**src/rtl/ldpc_pkg.sv**
```systemverilog
package ldpc_pkg;

    localparam int NBITS = 7;
    localparam int NCHK  = 3;

    // Row m, column n: bit n takes part in check m
    localparam logic [NCHK-1:0][NBITS-1:0] HMAT = {
        7'b1001011,   // check 2: bits 0,1,3,6
        7'b0101110,   // check 1: bits 1,2,3,5
        7'b0010111    // check 0: bits 0,1,2,4
    };

    typedef enum logic {PH_IDLE = 1'b0, PH_RUN = 1'b1} phase_e;

    function automatic logic [NCHK-1:0] col_mask(input int n);
        logic [NCHK-1:0] cm;
        for (int m = 0; m < NCHK; m++) begin
            cm[m] = HMAT[m][n];
        end
        return cm;
    endfunction

endpackage

```
**src/rtl/ldpc_bit_node.sv**
```systemverilog
module ldpc_bit_node
    import ldpc_pkg::*;
#(
    parameter int              W     = 6,
    parameter logic [NCHK-1:0] CMASK = '0
) (
    input  logic [W-1:0]            llr,
    input  logic [NCHK-1:0][W-1:0]  r_prev,
    input  logic [NCHK-1:0][W-1:0]  r_cur,
    output logic [NCHK-1:0][W-1:0]  q_out,
    output logic [W-1:0]            app_out
);
    localparam int SW = W + 3;
    localparam logic signed [SW-1:0] SMAX = SW'((2 ** (W - 1)) - 1);
    localparam logic signed [SW-1:0] SMIN = -SW'(2 ** (W - 1));

    function automatic logic signed [SW-1:0] sx(input logic [W-1:0] v);
        return $signed({{(SW - W){v[W-1]}}, v});
    endfunction

    function automatic logic [W-1:0] sat(input logic signed [SW-1:0] v);
        logic [W-1:0] res;
        if (v > SMAX)      res = SMAX[W-1:0];
        else if (v < SMIN) res = SMIN[W-1:0];
        else               res = v[W-1:0];
        return res;
    endfunction

    logic signed [SW-1:0] total_d;
    logic signed [SW-1:0] excl_d;

    always_comb begin
        total_d = sx(llr);
        for (int m = 0; m < NCHK; m++) begin
            if (CMASK[m]) total_d = total_d + sx(r_cur[m]);
        end
        app_out = sat(total_d);

        excl_d = '0;
        for (int m = 0; m < NCHK; m++) begin
            excl_d = sx(llr);
            for (int k = 0; k < NCHK; k++) begin
                if (CMASK[k] && (k != m)) excl_d = excl_d + sx(r_prev[k]);
            end
            q_out[m] = CMASK[m] ? sat(excl_d) : '0;
        end
    end

endmodule

```
**src/rtl/ldpc_check_node.sv**
```systemverilog
module ldpc_check_node
    import ldpc_pkg::*;
#(
    parameter int               W     = 6,
    parameter logic [NBITS-1:0] RMASK = '0
) (
    input  logic [NBITS-1:0][W-1:0] q_in,
    output logic [NBITS-1:0][W-1:0] r_out
);
    logic [NBITS-1:0][W-1:0] mag_d;
    logic [W-1:0]            min_d;
    logic [W-1:0]            scl_d;
    logic                    neg_d;

    always_comb begin
        for (int n = 0; n < NBITS; n++) begin
            mag_d[n] = q_in[n][W-1] ? (~q_in[n] + 1'b1) : q_in[n];
        end

        min_d = '1;
        scl_d = '0;
        neg_d = 1'b0;
        for (int n = 0; n < NBITS; n++) begin
            min_d = '1;
            neg_d = 1'b0;
            for (int k = 0; k < NBITS; k++) begin
                if (RMASK[k] && (k != n)) begin
                    neg_d = neg_d ^ q_in[k][W-1];
                    if (mag_d[k] < min_d) min_d = mag_d[k];
                end
            end
            scl_d    = min_d - (min_d >> 2);
            r_out[n] = RMASK[n] ? (neg_d ? (~scl_d + 1'b1) : scl_d) : '0;
        end
    end

endmodule

```
**src/rtl/ldpc_minsum_dec.sv**
```systemverilog
module ldpc_minsum_dec
    import ldpc_pkg::*;
#(
    parameter int LLR_W    = 6,
    parameter int MAX_ITER = 10,
    localparam int IW      = $clog2(MAX_ITER + 1)
) (
    input  logic                   clk,
    input  logic                   rst_n,
    input  logic                   start,
    input  logic [NBITS*LLR_W-1:0] llr_in,
    output logic                   busy,
    output logic                   done,
    output logic                   success,
    output logic [NBITS-1:0]       bits_out,
    output logic [NBITS*LLR_W-1:0] app_out,
    output logic [IW-1:0]          iter_count
);
    localparam int W = LLR_W;

    typedef struct packed {
        phase_e                            phase;
        logic [NBITS-1:0][W-1:0]           chan;
        logic [NCHK-1:0][NBITS-1:0][W-1:0] rmsg;
        logic [NBITS-1:0][W-1:0]           app;
        logic [NBITS-1:0]                  hard;
        logic [IW-1:0]                     iter;
        logic                              done;
        logic                              ok;
    } state_t;

    state_t s_q, s_d;

    logic [NBITS-1:0][NCHK-1:0][W-1:0] r_prev_col;
    logic [NBITS-1:0][NCHK-1:0][W-1:0] r_cur_col;
    logic [NBITS-1:0][NCHK-1:0][W-1:0] q_col;
    logic [NCHK-1:0][NBITS-1:0][W-1:0] q_row;
    logic [NCHK-1:0][NBITS-1:0][W-1:0] r_new;
    logic [NBITS-1:0][W-1:0]           app_w;
    logic [NBITS-1:0]                  hard_w;
    logic [NCHK-1:0]                   syn_w;
    logic [IW-1:0]                     iter_nx;

    for (genvar m = 0; m < NCHK; m++) begin : g_edge_row
        for (genvar n = 0; n < NBITS; n++) begin : g_edge_col
            assign r_prev_col[n][m] = s_q.rmsg[m][n];
            assign r_cur_col[n][m]  = r_new[m][n];
            assign q_row[m][n]      = q_col[n][m];
        end
    end

    for (genvar m = 0; m < NCHK; m++) begin : g_chk
        ldpc_check_node #(
            .W     (W),
            .RMASK (HMAT[m])
        ) i_check_node (
            .q_in  (q_row[m]),
            .r_out (r_new[m])
        );
        assign syn_w[m] = ^(hard_w & HMAT[m]);
    end

    for (genvar n = 0; n < NBITS; n++) begin : g_bit
        ldpc_bit_node #(
            .W     (W),
            .CMASK (col_mask(n))
        ) i_bit_node (
            .llr     (s_q.chan[n]),
            .r_prev  (r_prev_col[n]),
            .r_cur   (r_cur_col[n]),
            .q_out   (q_col[n]),
            .app_out (app_w[n])
        );
        assign hard_w[n] = app_w[n][W-1];
    end

    assign iter_nx = s_q.iter + 1'b1;

    always_comb begin
        s_d      = s_q;
        s_d.done = 1'b0;
        unique case (s_q.phase)
            PH_IDLE: begin
                if (start) begin
                    s_d.phase = PH_RUN;
                    s_d.chan  = llr_in;
                    s_d.rmsg  = '0;
                    s_d.iter  = '0;
                    s_d.ok    = 1'b0;
                end
            end
            PH_RUN: begin
                s_d.rmsg = r_new;
                s_d.app  = app_w;
                s_d.hard = hard_w;
                s_d.iter = iter_nx;
                if ((syn_w == '0) || (iter_nx == IW'(MAX_ITER))) begin
                    s_d.phase = PH_IDLE;
                    s_d.done  = 1'b1;
                    s_d.ok    = (syn_w == '0);
                end
            end
            default: s_d.phase = PH_IDLE;
        endcase
    end

    always_ff @(posedge clk or negedge rst_n) begin
        if (!rst_n) s_q <= '0;
        else        s_q <= s_d;
    end

    assign busy       = (s_q.phase == PH_RUN);
    assign done       = s_q.done;
    assign success    = s_q.ok;
    assign bits_out   = s_q.hard;
    assign app_out    = s_q.app;
    assign iter_count = s_q.iter;

endmodule

```
**config.mk**
```make
export PLATFORM = sky130hd
export DESIGN_NAME = ldpc_minsum_dec
export DESIGN_NICKNAME = d
export VERILOG_FILES = /design/src/rtl/ldpc_pkg.sv /design/src/rtl/ldpc_bit_node.sv /design/src/rtl/ldpc_check_node.sv /design/src/rtl/ldpc_minsum_dec.sv
export SDC_FILE = /design/constraint.sdc
export NUM_CORES = 1
export LEC_CHECK = 0
export BUFFER_PORTS_ARGS = -buffer_cell sky130_fd_sc_hd__clkbuf_2
export CORE_MARGIN = 5
export CORE_UTILIZATION = 40
export DETAILED_ROUTE_END_ITERATION = 6
export PLACE_DENSITY_LB_ADDON = 0.25
export SLEW_MARGIN = 15
export SYNTH_ARGS = -nofsm -noshare
export SYNTH_HDL_FRONTEND = slang
export SYNTH_SLANG_ARGS = --single-unit
export TNS_END_PERCENT = 20
```
**constraint.sdc**
```tcl
create_clock -name clk -period 13.8 [get_ports clk]
set_input_delay 1.38 -clock clk [delete_from_list [all_inputs] [get_ports clk]]
set_output_delay 1.38 -clock clk [all_outputs]
set_load 0.005 [all_outputs]
```
==> key figures <==
Yosys
  – Top cell type by total area after synthesis: dfrtp_1
  – Asr flop ratio synth: 1.00
  – Post-Syn Nets: roughly 2800
  – Cells after Synth: 2451
  – Area contributors post-synth: dfrtp_1 (18%), ha_1 (18%), fa_1 (5.9%)
  – Yosys reg bits: 145
  – Syn Area/Cell: 8.36 um^2
  – Synth Flop Type: dfrtp_1
  – Synth unique cells: 104
  – EDFF count, synth: 0
  – Synth Warn #: 0
  – Top cell type's share of synthesized area: 0.177
  – Post-synthesis sequential area ratio: 0.177
  – Commonest cells post-synth: ha_1 (288), inv_1 (252), a21oi_1 (190)
  – Post-Syn Area: 20500 um^2
  – Dominant cell by count in the synthesized netlist: ha_1

Die
  – Core area: around 51000 um^2
  – Num rows: 83
  – Die Height: 236 um
  – I/O pins: 101
  – Die Width: 236 um
  – Die area: 55800 um^2
  – Starting density of the core: 0.402

Setup path
  – CP Buf/Inv Count: 7
  – Slowest stage delay, CP: 0.73 ns
  – WP data required: 14.17 ns
  – Levels on crit path: 54
  – Nature of the critical path endpoint: flop
  – Worst reg2reg path depth: 54
  – Critical path's top delay family: compound AO/OA/AOI/OAI gates
  – Crit path arrival time: ~13 ns
  – CP Max Fanout: 14
  – Setup CP Type: reg2reg
  – Worst setup SP type: flop
  – Slowest stage cell, crit path: o31ai_2

Timing
  – Setup TNS: 0 ns
  – Final Skew: 0.0150 ns
  – Rel. slew slack: 0.333
  – Final period util: 0.912
  – Final Max Slew Viols: 0
  – Crit path time final: 12.58 ns
  – Max Fclk: 79.5 MHz
  – Finish-stage setup viols: 0
  – RSZ-0062 raised after global routing: false
  – Worst Tran Pin Value: 1.00 ns
  – Hold Vio Cnt, Final: 0

CTS
  – Setup Buffers After CTS: 0
  – Clk Latency, worst-skew pair: a little under 0.5 ns
  – Largest buffer count on any clock path: 2
  – Clk root buf: clkbuf_16
  – Post-CTS Resized: 0
  – Hold Buf Count CTS: 0
  – Clock slew seen by the registers of the worst setup and hold paths: 0.07 ns
  – Clock buffer count from CTS: 17
  – CTS tree: done
  – Htree depth: 4
  – Total clock sinks: 145

Global route
  – GRT Max-Usage Layer: met2
  – Met3 Use GR: 0.0304
  – Largest net degree at the start of global routing: 94
  – Gr usage total: 0.207
  – Initial antenna violation count: 0
  – Total grt overflow: 0
  – Met1 Use GR: 0.284
  – Met2 GRT Util: 0.339
  – Vias in the first global route: approximately 18000
  – First-pass GRT wire length: 94300 um

Worst hold path
  – Hold Path Class: reg2reg
  – Hold Crit Depth: 2

Cells and area
  – Share of layout cells above drive strength 1: 0.0983
  – Final net count: 2925
  – Area growth, synth to finish: 8.79%
  – Fin cells: around 3200
  – # diodes: 0

Route
  – DRC: 0
  – WL/cell: 18.3 um
  – Vias per cell: 5.63
  – Drt total wl: 59000 um
  – Drt initial violations: 1120
  – Detail Route Antenna Nets: 0
  – Pre-antenna DRT Iters: 5
  – Vias post-DR: 18142

Placed design
  – Dpl hpwl: 47600 um
  – Gpl congestion: 0.942
  – IO Port Bufs: 100
  – Placed Cells: 3193

Outcome
  – Status: finished, final reports clean

Job
  – Max-cap violations: 0
area by class of cell:
class	count	area [um^2]
clock buffer	20	447
clock inverter	11	105
fill	4989	28700
inverter	254	956
multi-input combinational	2000	15700
sequential	145	3630
tap	680	851
timing repair buffer	114	612
stage by stage:
step	hold WS [ns]	instance area, um^2	setup slack [ns]	util
2_1_floorplan	0.456	20500	3.09	-
3_3_place_gp	0.471	21700	1.62	0.426
3_5_place_dp	0.480	21700	1.43	0.426
4_1_cts	0.497	22300	1.37	0.437
5_1_grt	0.524	22300	0.500	0.437
6_report	0.494	22300	1.22	0.437
placed cells by master, fill, tap and decap left out, types with 94 or more instances in the layout:
cell type,instances
a21oi_1,190
clkbuf_2,99
dfrtp_1,144
ha_1,288
inv_1,252
mux2i_1,94
nand2_1,177
nor2_1,180
o21ai_0,163
xnor2_1,133
logic make-up (layout without fill, tap and decap cells):
| logic type | Yosys count | after routing | share of synthesized area |
|---|---|---|---|
| and+or+nand+nor | 578 | 578 | 0.135 |
| xor gates and xnor gates | 212 | 212 | 0.0924 |
| AOI/OAI and AO/OA | 727 | 727 | 0.233 |
| adders and majority gates | 349 | 349 | 0.235 |
| DFF | 145 | 145 | 0.177 |
| muxes | 134 | 134 | 0.0687 |
| buffers and inverters | 306 | 399 | 0.0580 |
per-layer routing:
metal / wire length (um) / vias up
met1: 27400 / 8735
li1: - / 8876
met3: 2900 / 86
met4: 1280 / 0
met5: 0 / -
met2: 27500 / 445
worst paths after layout:
path / start / end / slack, ns
min in group asynchronous: rst_n / app_out[1] / 0.92
worst max-delay path: s_q[187] / busy / 1.22
worst max register to register: s_q[187] / busy / 1.22
worst min register to register: r_prev_col[45] / r_prev_col[45] / 0.49
max in group asynchronous: rst_n / s_q[193] / 11.49
worst min-delay path: r_prev_col[45] / r_prev_col[45] / 0.49
registers in the layout (all words and copies together), names as in the netlist:
register / flops
r_prev_col: 54
s_q: 42
app_out: 36
bits_out: 6
iter_count: 4
busy: 1
done: 1
success: 1
worst min-delay path: cells and delay by family, from the launching register on:
family	cells	cell delay [ns]
and+or+nand+nor	1	0.05
DFF	1	0.35
AOI/OAI and AO/OA	1	0.06
Power is not shown: default switching activity piles up to over one toggle a cycle in this logic, so the estimate is an artifact.
